## src/rtl/bytepack_pkg.sv

```systemverilog
package bytepack_pkg;

    localparam int BYTE_W     = 8;
    localparam int HOST_BYTES = 2;
    localparam int HOST_W     = BYTE_W * HOST_BYTES;

    // which side owns the shared register in a given cycle
    typedef enum logic [1:0] {
        OP_ENGINE  = 2'd0,
        OP_HOST_WR = 2'd1,
        OP_HOST_RD = 2'd2
    } op_e;

    typedef struct packed {
        logic single_set;
        logic txudf_clr;
        logic txrdy_clr;
        logic rovr_clr;
        logic rxrdy_clr;
    } sts_pulse_t;

    function automatic logic [HOST_W-1:0] swap_half(input logic [HOST_W-1:0] v);
        return {v[BYTE_W-1:0], v[HOST_W-1:BYTE_W]};
    endfunction

endpackage

```

## src/rtl/bp_wr_pack.sv

```systemverilog
module bp_wr_pack
    import bytepack_pkg::*;
#(
    parameter int LANES = 4,
    localparam int DW = LANES * BYTE_W,
    localparam int CW = $clog2(LANES + 1)
) (
    input  logic [DW-1:0]     data_q,
    input  logic [CW-1:0]     tx_cnt_q,
    input  logic [HOST_W-1:0] wdata,
    input  logic              byte_mode,
    input  logic              big_end,
    output logic              accept,
    output logic [DW-1:0]     data_n,
    output logic [CW-1:0]     tx_cnt_n
);
    localparam int LIMIT = LANES - HOST_BYTES;

    logic [HOST_W-1:0] half;

    always_comb begin
        half     = big_end ? wdata : swap_half(wdata);
        accept   = (int'(tx_cnt_q) <= LIMIT);
        data_n   = data_q;
        tx_cnt_n = tx_cnt_q;
        if (accept) begin
            if (byte_mode) begin
                data_n   = {data_q[DW-BYTE_W-1:0], wdata[BYTE_W-1:0]};
                tx_cnt_n = tx_cnt_q + CW'(1);
            end else begin
                data_n   = {data_q[DW-HOST_W-1:0], half};
                tx_cnt_n = tx_cnt_q + CW'(HOST_BYTES);
            end
        end
    end
endmodule

```

## src/rtl/bp_rd_unpack.sv

```systemverilog
module bp_rd_unpack
    import bytepack_pkg::*;
#(
    parameter int LANES = 4,
    localparam int DW = LANES * BYTE_W,
    localparam int CW = $clog2(LANES + 1)
) (
    input  logic [DW-1:0]     data_q,
    input  logic [CW-1:0]     rx_cnt_q,
    input  logic              big_end,
    output logic [HOST_W-1:0] rdata,
    output logic              single,
    output logic              empty_after,
    output logic [DW-1:0]     data_n,
    output logic [CW-1:0]     rx_cnt_n
);
    always_comb begin
        rdata    = big_end ? swap_half(data_q[HOST_W-1:0]) : data_q[HOST_W-1:0];
        single   = (rx_cnt_q == CW'(1));
        data_n   = data_q;
        rx_cnt_n = rx_cnt_q;
        if (single) begin
            rx_cnt_n = '0;
        end else if (rx_cnt_q >= CW'(HOST_BYTES)) begin
            if (rx_cnt_q > CW'(HOST_BYTES)) begin
                data_n = data_q >> HOST_W;
            end
            rx_cnt_n = rx_cnt_q - CW'(HOST_BYTES);
        end
        empty_after = (rx_cnt_n == '0);
    end
endmodule

```

## src/rtl/bp_lane_mux.sv

```systemverilog
module bp_lane_mux
    import bytepack_pkg::*;
#(
    parameter int LANES = 4,
    localparam int DW = LANES * BYTE_W,
    localparam int CW = $clog2(LANES + 1)
) (
    input  logic [DW-1:0]     data_q,
    input  logic [CW-1:0]     tx_cnt_q,
    input  logic [CW-1:0]     rx_cnt_q,
    input  logic [BYTE_W-1:0] rx_byte,
    output logic [BYTE_W-1:0] tx_byte,
    output logic [DW-1:0]     rx_data_n
);
    logic [BYTE_W-1:0] lane [LANES];

    for (genvar g = 0; g < LANES; g++) begin : g_lane
        assign lane[g] = data_q[g*BYTE_W +: BYTE_W];
        assign rx_data_n[g*BYTE_W +: BYTE_W] =
            lane[g] | ((int'(rx_cnt_q) == g) ? rx_byte : {BYTE_W{1'b0}});
    end

    // transmit drains from the highest occupied lane
    always_comb begin
        tx_byte = '0;
        for (int i = 0; i < LANES; i++) begin
            if (int'(tx_cnt_q) == i + 1) tx_byte = lane[i];
        end
    end
endmodule

```

## src/rtl/bytepack_fifo.sv

```systemverilog
module bytepack_fifo
    import bytepack_pkg::*;
#(
    parameter int LANES = 4,
    localparam int DW = LANES * BYTE_W,
    localparam int CW = $clog2(LANES + 1)
) (
    input  logic              clk,
    input  logic              rst,
    input  logic              clear_i,
    input  logic              big_end_i,
    input  logic              host_wr_i,
    input  logic              host_wr_byte_i,
    input  logic [HOST_W-1:0] host_wdata_i,
    input  logic              host_rd_i,
    output logic [HOST_W-1:0] host_rdata_o,
    input  logic              eng_tx_pop_i,
    output logic [BYTE_W-1:0] eng_tx_byte_o,
    output logic              eng_tx_avail_o,
    input  logic              eng_rx_push_i,
    input  logic [BYTE_W-1:0] eng_rx_byte_i,
    output logic              eng_rx_space_o,
    output logic [CW-1:0]     tx_count_o,
    output logic [CW-1:0]     rx_count_o,
    output logic              sts_single_o,
    output logic              sts_txudf_clr_o,
    output logic              sts_txrdy_clr_o,
    output logic              sts_rovr_clr_o,
    output logic              sts_rxrdy_clr_o
);
    logic [DW-1:0] data_q, data_n;
    logic [CW-1:0] tx_q, tx_n, rx_q, rx_n;
    sts_pulse_t    sts_q, sts_n;
    op_e           op;

    logic          wr_accept;
    logic [DW-1:0] wr_data_n, rd_data_n, push_data_n;
    logic [CW-1:0] wr_tx_n, rd_rx_n;
    logic          rd_single, rd_empty;
    logic          pop_ok, push_ok;

    bp_wr_pack #(.LANES(LANES)) u_wr (
        .data_q   (data_q),
        .tx_cnt_q (tx_q),
        .wdata    (host_wdata_i),
        .byte_mode(host_wr_byte_i),
        .big_end  (big_end_i),
        .accept   (wr_accept),
        .data_n   (wr_data_n),
        .tx_cnt_n (wr_tx_n)
    );

    bp_rd_unpack #(.LANES(LANES)) u_rd (
        .data_q     (data_q),
        .rx_cnt_q   (rx_q),
        .big_end    (big_end_i),
        .rdata      (host_rdata_o),
        .single     (rd_single),
        .empty_after(rd_empty),
        .data_n     (rd_data_n),
        .rx_cnt_n   (rd_rx_n)
    );

    bp_lane_mux #(.LANES(LANES)) u_mux (
        .data_q   (data_q),
        .tx_cnt_q (tx_q),
        .rx_cnt_q (rx_q),
        .rx_byte  (eng_rx_byte_i),
        .tx_byte  (eng_tx_byte_o),
        .rx_data_n(push_data_n)
    );

    // host has priority; a write beats a read
    always_comb begin
        if (host_wr_i)      op = OP_HOST_WR;
        else if (host_rd_i) op = OP_HOST_RD;
        else                op = OP_ENGINE;
    end

    assign pop_ok  = (op == OP_ENGINE) && eng_tx_pop_i  && (tx_q != '0);
    assign push_ok = (op == OP_ENGINE) && eng_rx_push_i && (rx_q != CW'(LANES));

    always_comb begin
        data_n = data_q;
        tx_n   = tx_q;
        rx_n   = rx_q;
        sts_n  = '0;
        unique case (op)
            OP_HOST_WR: begin
                data_n          = wr_data_n;
                tx_n            = wr_tx_n;
                sts_n.txudf_clr = wr_accept;
                sts_n.txrdy_clr = wr_accept && (wr_tx_n > CW'(HOST_BYTES));
            end
            OP_HOST_RD: begin
                data_n           = rd_data_n;
                rx_n             = rd_rx_n;
                sts_n.single_set = rd_single;
                sts_n.rovr_clr   = 1'b1;
                sts_n.rxrdy_clr  = rd_empty;
            end
            default: begin
                if (pop_ok) tx_n = tx_q - CW'(1);
                if (push_ok) begin
                    data_n = push_data_n;
                    rx_n   = rx_q + CW'(1);
                end
            end
        endcase
    end

    always_ff @(posedge clk) begin
        if (rst || clear_i) begin
            data_q <= '0;
            tx_q   <= '0;
            rx_q   <= '0;
            sts_q  <= '0;
        end else begin
            data_q <= data_n;
            tx_q   <= tx_n;
            rx_q   <= rx_n;
            sts_q  <= sts_n;
        end
    end

    assign eng_tx_avail_o  = (tx_q != '0);
    assign eng_rx_space_o  = (rx_q != CW'(LANES));
    assign tx_count_o      = tx_q;
    assign rx_count_o      = rx_q;
    assign sts_single_o    = sts_q.single_set;
    assign sts_txudf_clr_o = sts_q.txudf_clr;
    assign sts_txrdy_clr_o = sts_q.txrdy_clr;
    assign sts_rovr_clr_o  = sts_q.rovr_clr;
    assign sts_rxrdy_clr_o = sts_q.rxrdy_clr;
endmodule

```

## config.mk

```make
export PLATFORM = sky130hd
export DESIGN_NAME = bytepack_fifo
export DESIGN_NICKNAME = d
export VERILOG_FILES = /design/src/rtl/bytepack_pkg.sv /design/src/rtl/bp_wr_pack.sv /design/src/rtl/bp_rd_unpack.sv /design/src/rtl/bp_lane_mux.sv /design/src/rtl/bytepack_fifo.sv
export SDC_FILE = /design/constraint.sdc
export NUM_CORES = 1
export LEC_CHECK = 0
export BUFFER_PORTS_ARGS = -buffer_cell sky130_fd_sc_hd__buf_2
export CORE_ASPECT_RATIO = 1.4
export CORE_MARGIN = 5
export CORE_UTILIZATION = 61
export DETAILED_ROUTE_END_ITERATION = 8
export PLACE_DENSITY_LB_ADDON = 0.08
export SLEW_MARGIN = 20
export SYNTH_ARGS = -nofsm -noshare
export SYNTH_HDL_FRONTEND = slang
export SYNTH_HIERARCHICAL = 1
export SYNTH_SLANG_ARGS = --single-unit
```

## constraint.sdc

```tcl
create_clock -name clk -period 3.7 [get_ports clk]
set_clock_uncertainty 0.15 [all_clocks]
set_input_delay 0.37 -clock clk [delete_from_list [all_inputs] [get_ports clk]]
set_output_delay 0.37 -clock clk [all_outputs]
set_load 0.005 [all_outputs]
```

After elaboration in Yosys (flattened, before gate mapping). Index checks and enable logic that the tools add are counted.

Bits in registers: 43. Output and inout bits: 37.

Add/subtract/negate cells: 5. $lt $le $gt $ge: 4. Equality and inequality tests: 15. Mux-type cells: 28. Bitwise logic cells: 6. Reductions and logical operators: 18.

Operators with widths (number): two-way mux 32 bit (6); two-way mux 8 bit (8); case mux 32 bit (2 select lines) (1); two-way mux 16 bit (2); OR 8 bit (4); two-way mux 3 bit (6); equality test 3 bit (second input constant) (5); case mux 3 bit (2 select lines) (2); adder 3 x 1 -> 3 bit (second input constant) (2); equality test 3 x 2 -> 1 bit (second input constant) (2); greater-than comparator 3 x 2 -> 1 bit (second input constant) (2); logical NOT 3 bit (2); two-way mux 2 bit (3); nonzero test 3 bit (2); logical AND 1 bit (5); AND reduction 5 bit (1); inequality test 2 x 1 -> 1 bit (second input constant) (2); inequality test 2 bit (second input constant) (2); AND reduction 2 bit (2); nonzero test 2 bit (2); OR reduction 2 bit (2); adder 3 x 2 -> 3 bit (second input constant) (1); equality test 3 x 1 -> 1 bit (second input constant) (1); >= comparator 3 x 2 -> 1 bit (second input constant) (1); 9 further kinds (10).

Depth between registers and ports, before layout.
Depth after elaboration: 7. Mapped depth: 9.

Cells and area by module. Netlist, hierarchy kept.

By module, submodules not included: bytepack_fifo (instances 1, cells each 246, area each 2394.8 sq um, sequential area each 860.8 sq um); bp_wr_pack (instances 1, cells each 112, area each 1182.4 sq um, sequential area each 0.0 sq um); bp_rd_unpack (instances 1, cells each 58, area each 603.1 sq um, sequential area each 0.0 sq um); bp_lane_mux (instances 1, cells each 75, area each 600.6 sq um, sequential area each 0.0 sq um).

Worst setup path before layout. OpenSTA, ideal clock, no wires.

Path type: reg2reg. Start: register tx_q[0], in the netlist tx_count_o[0]. End: register data_q[6]. Library setup time: 0.122 ns. Arrival: 1.823 ns. Data required time: 3.428 ns. Slack: 1.604 ns. Cell stages (with the launch flop): 10. Path through: dfxtp_1 inv_1 ha_1 nor2b_2 buf_6 nor2_8 buf_12 mux2_4 mux2i_1 o22ai_1.

Word-level cells in the longest chain between the ends: 3.

Ends and longest elaborated chain: from (decl) (line bytepack_fifo.sv:32) `logic [CW-1:0] tx_q, tx_n, rx_q, rx_n;`; from (signal assigned) (line bytepack_fifo.sv:120) `tx_q <= tx_n;`; <= comparator 3 x 2 -> 1 bit (line bp_wr_pack.sv:23) `accept = (int'(tx_cnt_q) <= LIMIT);`; inequality test 2 bit (no line); AND reduction 5 bit (no line); to (signal assigned) (line bytepack_fifo.sv:119) `data_q <= data_n;`; to (decl) (line bytepack_fifo.sv:31) `logic [DW-1:0] data_q, data_n;`.

No other way between the ends. A chain may end at the register's enable or synchronous reset.

Final worst setup path.
Start: register tx_q[1], in the netlist tx_count_o[1]. End: register data_q[31].

The elaborated chain is that of the path after synthesis.

==> run summary <==
Drt initial violations: 250
Fillcell total: 685
Synth Instances: 491
DR vias/cell: 6.23
Final Wtd Congestion: 0.768
Worst path cell trace: inv_1 -> ha_1 -> nor2_8 -> mux2_2 -> mux2i_1 -> o22ai_1
Placed wire-length estimate: 7890 µm
WL met3: 555 µm
GRT Total Usage: 0.235
Vias in the first global route: 3794
Final period demand of the worst path: 2.77 ns
Post-synthesis sequential area ratio: 0.180
Syn Std Cell Area: 0.00478 mm²
Final Setup Violations: 0
# Max-Cap Violations: 0
Total gr overflow: 0
Met2 WL post-DR: 5420 µm
Power density over the cells: 238 mW/mm²
Largest cells by area after synthesis: dfxtp_1 (18%), mux2_4 (15%), mux2_2 (14%), mux2i_1 (8.6%), o22ai_1 (5.2%)
RSZ-0062 raised after global routing: no
Startpoint Class: register
Max Freq: 361 MHz
Final hold vios: 0
Syn-to-layout area delta: 6.10%
CP max FO: 34
Synth Register Bits: 43
Number of cell rows: 38
Library cells used by synthesis: 61
Crit path required time: 3.74 ns
Placement Cell Area: 0.00497 mm²
Final antenna-violating net count: 0
Die ar.: 0.00973 mm²
CTS resizes: 0
Synth Flop Type: dfxtp_1
Worst skew pair latency: 0.31 ns
Hold WC Path Type: input pin to register
Cell taking the most area after synthesis: dfxtp_1
TNS Setup: 0 ns
Syn Area/Cell: 9.74 µm²
Core Box Area: 0.00770 mm²
Lkg Pwr: 2.39 nW
Share of layout cells above drive strength 1: 0.393
Metal1 wirelength: 5240 µm
Final period util: 0.748
Critical Path AT: 2.80 ns
I/O pins: 70
First-pass DRT Iterations: 7
Post-Route WL: 11400 µm
Nature of the critical path endpoint: register
Worst path max stage delay: 0.65 ns
Root buf cell: clkbuf_8
DRC Markers: 0
Starting Density: 0.621
Bufs and invs on worst path: 1
First-pass GRT wire length: 19000 µm
Uppermost routed layer: met4
CTS tree: yes
Routed length per instance: 17.9 µm
Largest net degree at the start of global routing: 43
H-tree Lvls: 2
Hold buffers post-CTS: 0
Max Root-Sink Buffers: 2
Vias: 3955
Yosys warns: 6
Yosys top cell area share: 0.180
Post-route cell area: 0.00507 mm²
Fin. max-slew vios: 0
Diodes inserted: 0
Critical path's slowest cell: dfxtp_1
Die Wd: 84.8 µm
Run status: completed
CTS sink cnt: 43
Reg clk slew, reported paths: 0.09 ns
Worst slew pin tran: 0.975 ns
Port Buffers: 69
Post-synth EDFFs: 0
Final nets: 574
Async S/R FF share, synth: 0
Worst path top cell family by delay: flip-flops
Synthesized Nets: 531
Antenna violations before repair: 0
Tot Pwr: 0.00121 W
CTS buffer count: 5
Peak VDD IR: 139 µV
Worst slew margin: 0.350
# Post-CTS Setup Buffers: 0
Kind of critical path: register to register
Die height: 115 µm
Core Util, Final: 0.659
==> registers in the layout, indices dropped and copies added, names as in the netlist <==
| register | cells |
|---|---|
| data_q | 32 |
| rx_count_o | 3 |
| sts_rovr_clr_o | 1 |
| sts_rxrdy_clr_o | 1 |
| sts_single_o | 1 |
| sts_txrdy_clr_o | 1 |
| sts_txudf_clr_o | 1 |
| tx_count_o | 3 |
==> power breakdown <==
group / switching, W / total (W) / internal (W)
Sequential: 0.0000286 / 0.000504 / 0.000476
Combinational: 0.000180 / 0.000362 / 0.000182
Clock: 0.000168 / 0.000338 / 0.000171
==> placed cells by master (no fill, tap or decap), types with 10 or more instances in the layout <==
cell / n
buf_2: 69
mux2_2: 61
mux2_4: 47
nand2_1: 46
dfxtp_1: 43
mux2i_1: 41
o22ai_1: 40
a21o_1: 33
and2_1: 17
inv_1: 10
nor2b_1: 10
==> metal layers <==
metal  vias up  track usage
met3        17       0.0315
met4         0       0.0718
met1      1896        0.312
met2       115        0.395
li1       1927            -
met5         -            0
==> synth_stat cells (9+ instances only) <==
cell type and instances:
buf_6 9, inv_1 10, and2_1 17, nand2_1 46
mux2_4 47, mux2_2 61, a21o_1 33, o22ai_1 40
mux2i_1 41, buf_2 17, nor2b_1 10, dfxtp_1 43
==> path summary, 6_finish.rpt <==
kind	start	to	slack [ns]	depth (start not counted)
worst max register to register	tx_count_o[1]	data_q[31]	0.93	6
worst max-delay path	tx_count_o[1]	data_q[31]	0.93	6
worst min register to register	data_q[29]	data_q[29]	0.40	2
worst min-delay path	rst	rx_count_o[0]	0.27	3
==> worst min-delay path: stages <==
cell and delay, ns:
buf_2 0.11, or2_2 0.16, a221oi_2 0.05
==> per-stage QoR <==
step | hold WS (ns) | instances | setup slack, ns
3_3_place_gp | 0.371 | 627 | 1.08
2_1_floorplan | 0.340 | 491 | 1.60
4_1_cts | 0.255 | 635 | 0.955
5_1_grt | 0.265 | 635 | 0.717
6_report | 0.267 | 635 | 0.933
3_5_place_dp | 0.394 | 627 | 0.976
==> cells by family (layout without fill, tap and decap cells) <==
| logic type | Yosys count | in the layout | share of synthesized area |
|---|---|---|---|
| multiplexers | 153 | 153 | 0.387 |
| adder cells (fa/ha/maj) | 7 | 7 | 0.0183 |
| XOR/XNOR | 1 | 1 | 0.00183 |
| flip-flops | 43 | 43 | 0.180 |
| AO/OA/AOI/OAI | 125 | 125 | 0.196 |
| AND/OR/NAND/NOR | 109 | 109 | 0.137 |
| buffers and inverters | 53 | 97 | 0.0803 |
==> layout make-up <==
class	instances	area, µm²	share of cell area
Sequential cell	43	861	0.170
Multi-Input combinational cell	395	3540	0.697
Inverter	12	45.0	0.00888
Tap cell	100	125	0.0247
Timing Repair Buffer	77	405	0.0799
Clock buffer	8	100	0.0197
No activity file was read; power rests on OpenSTA's default activity.
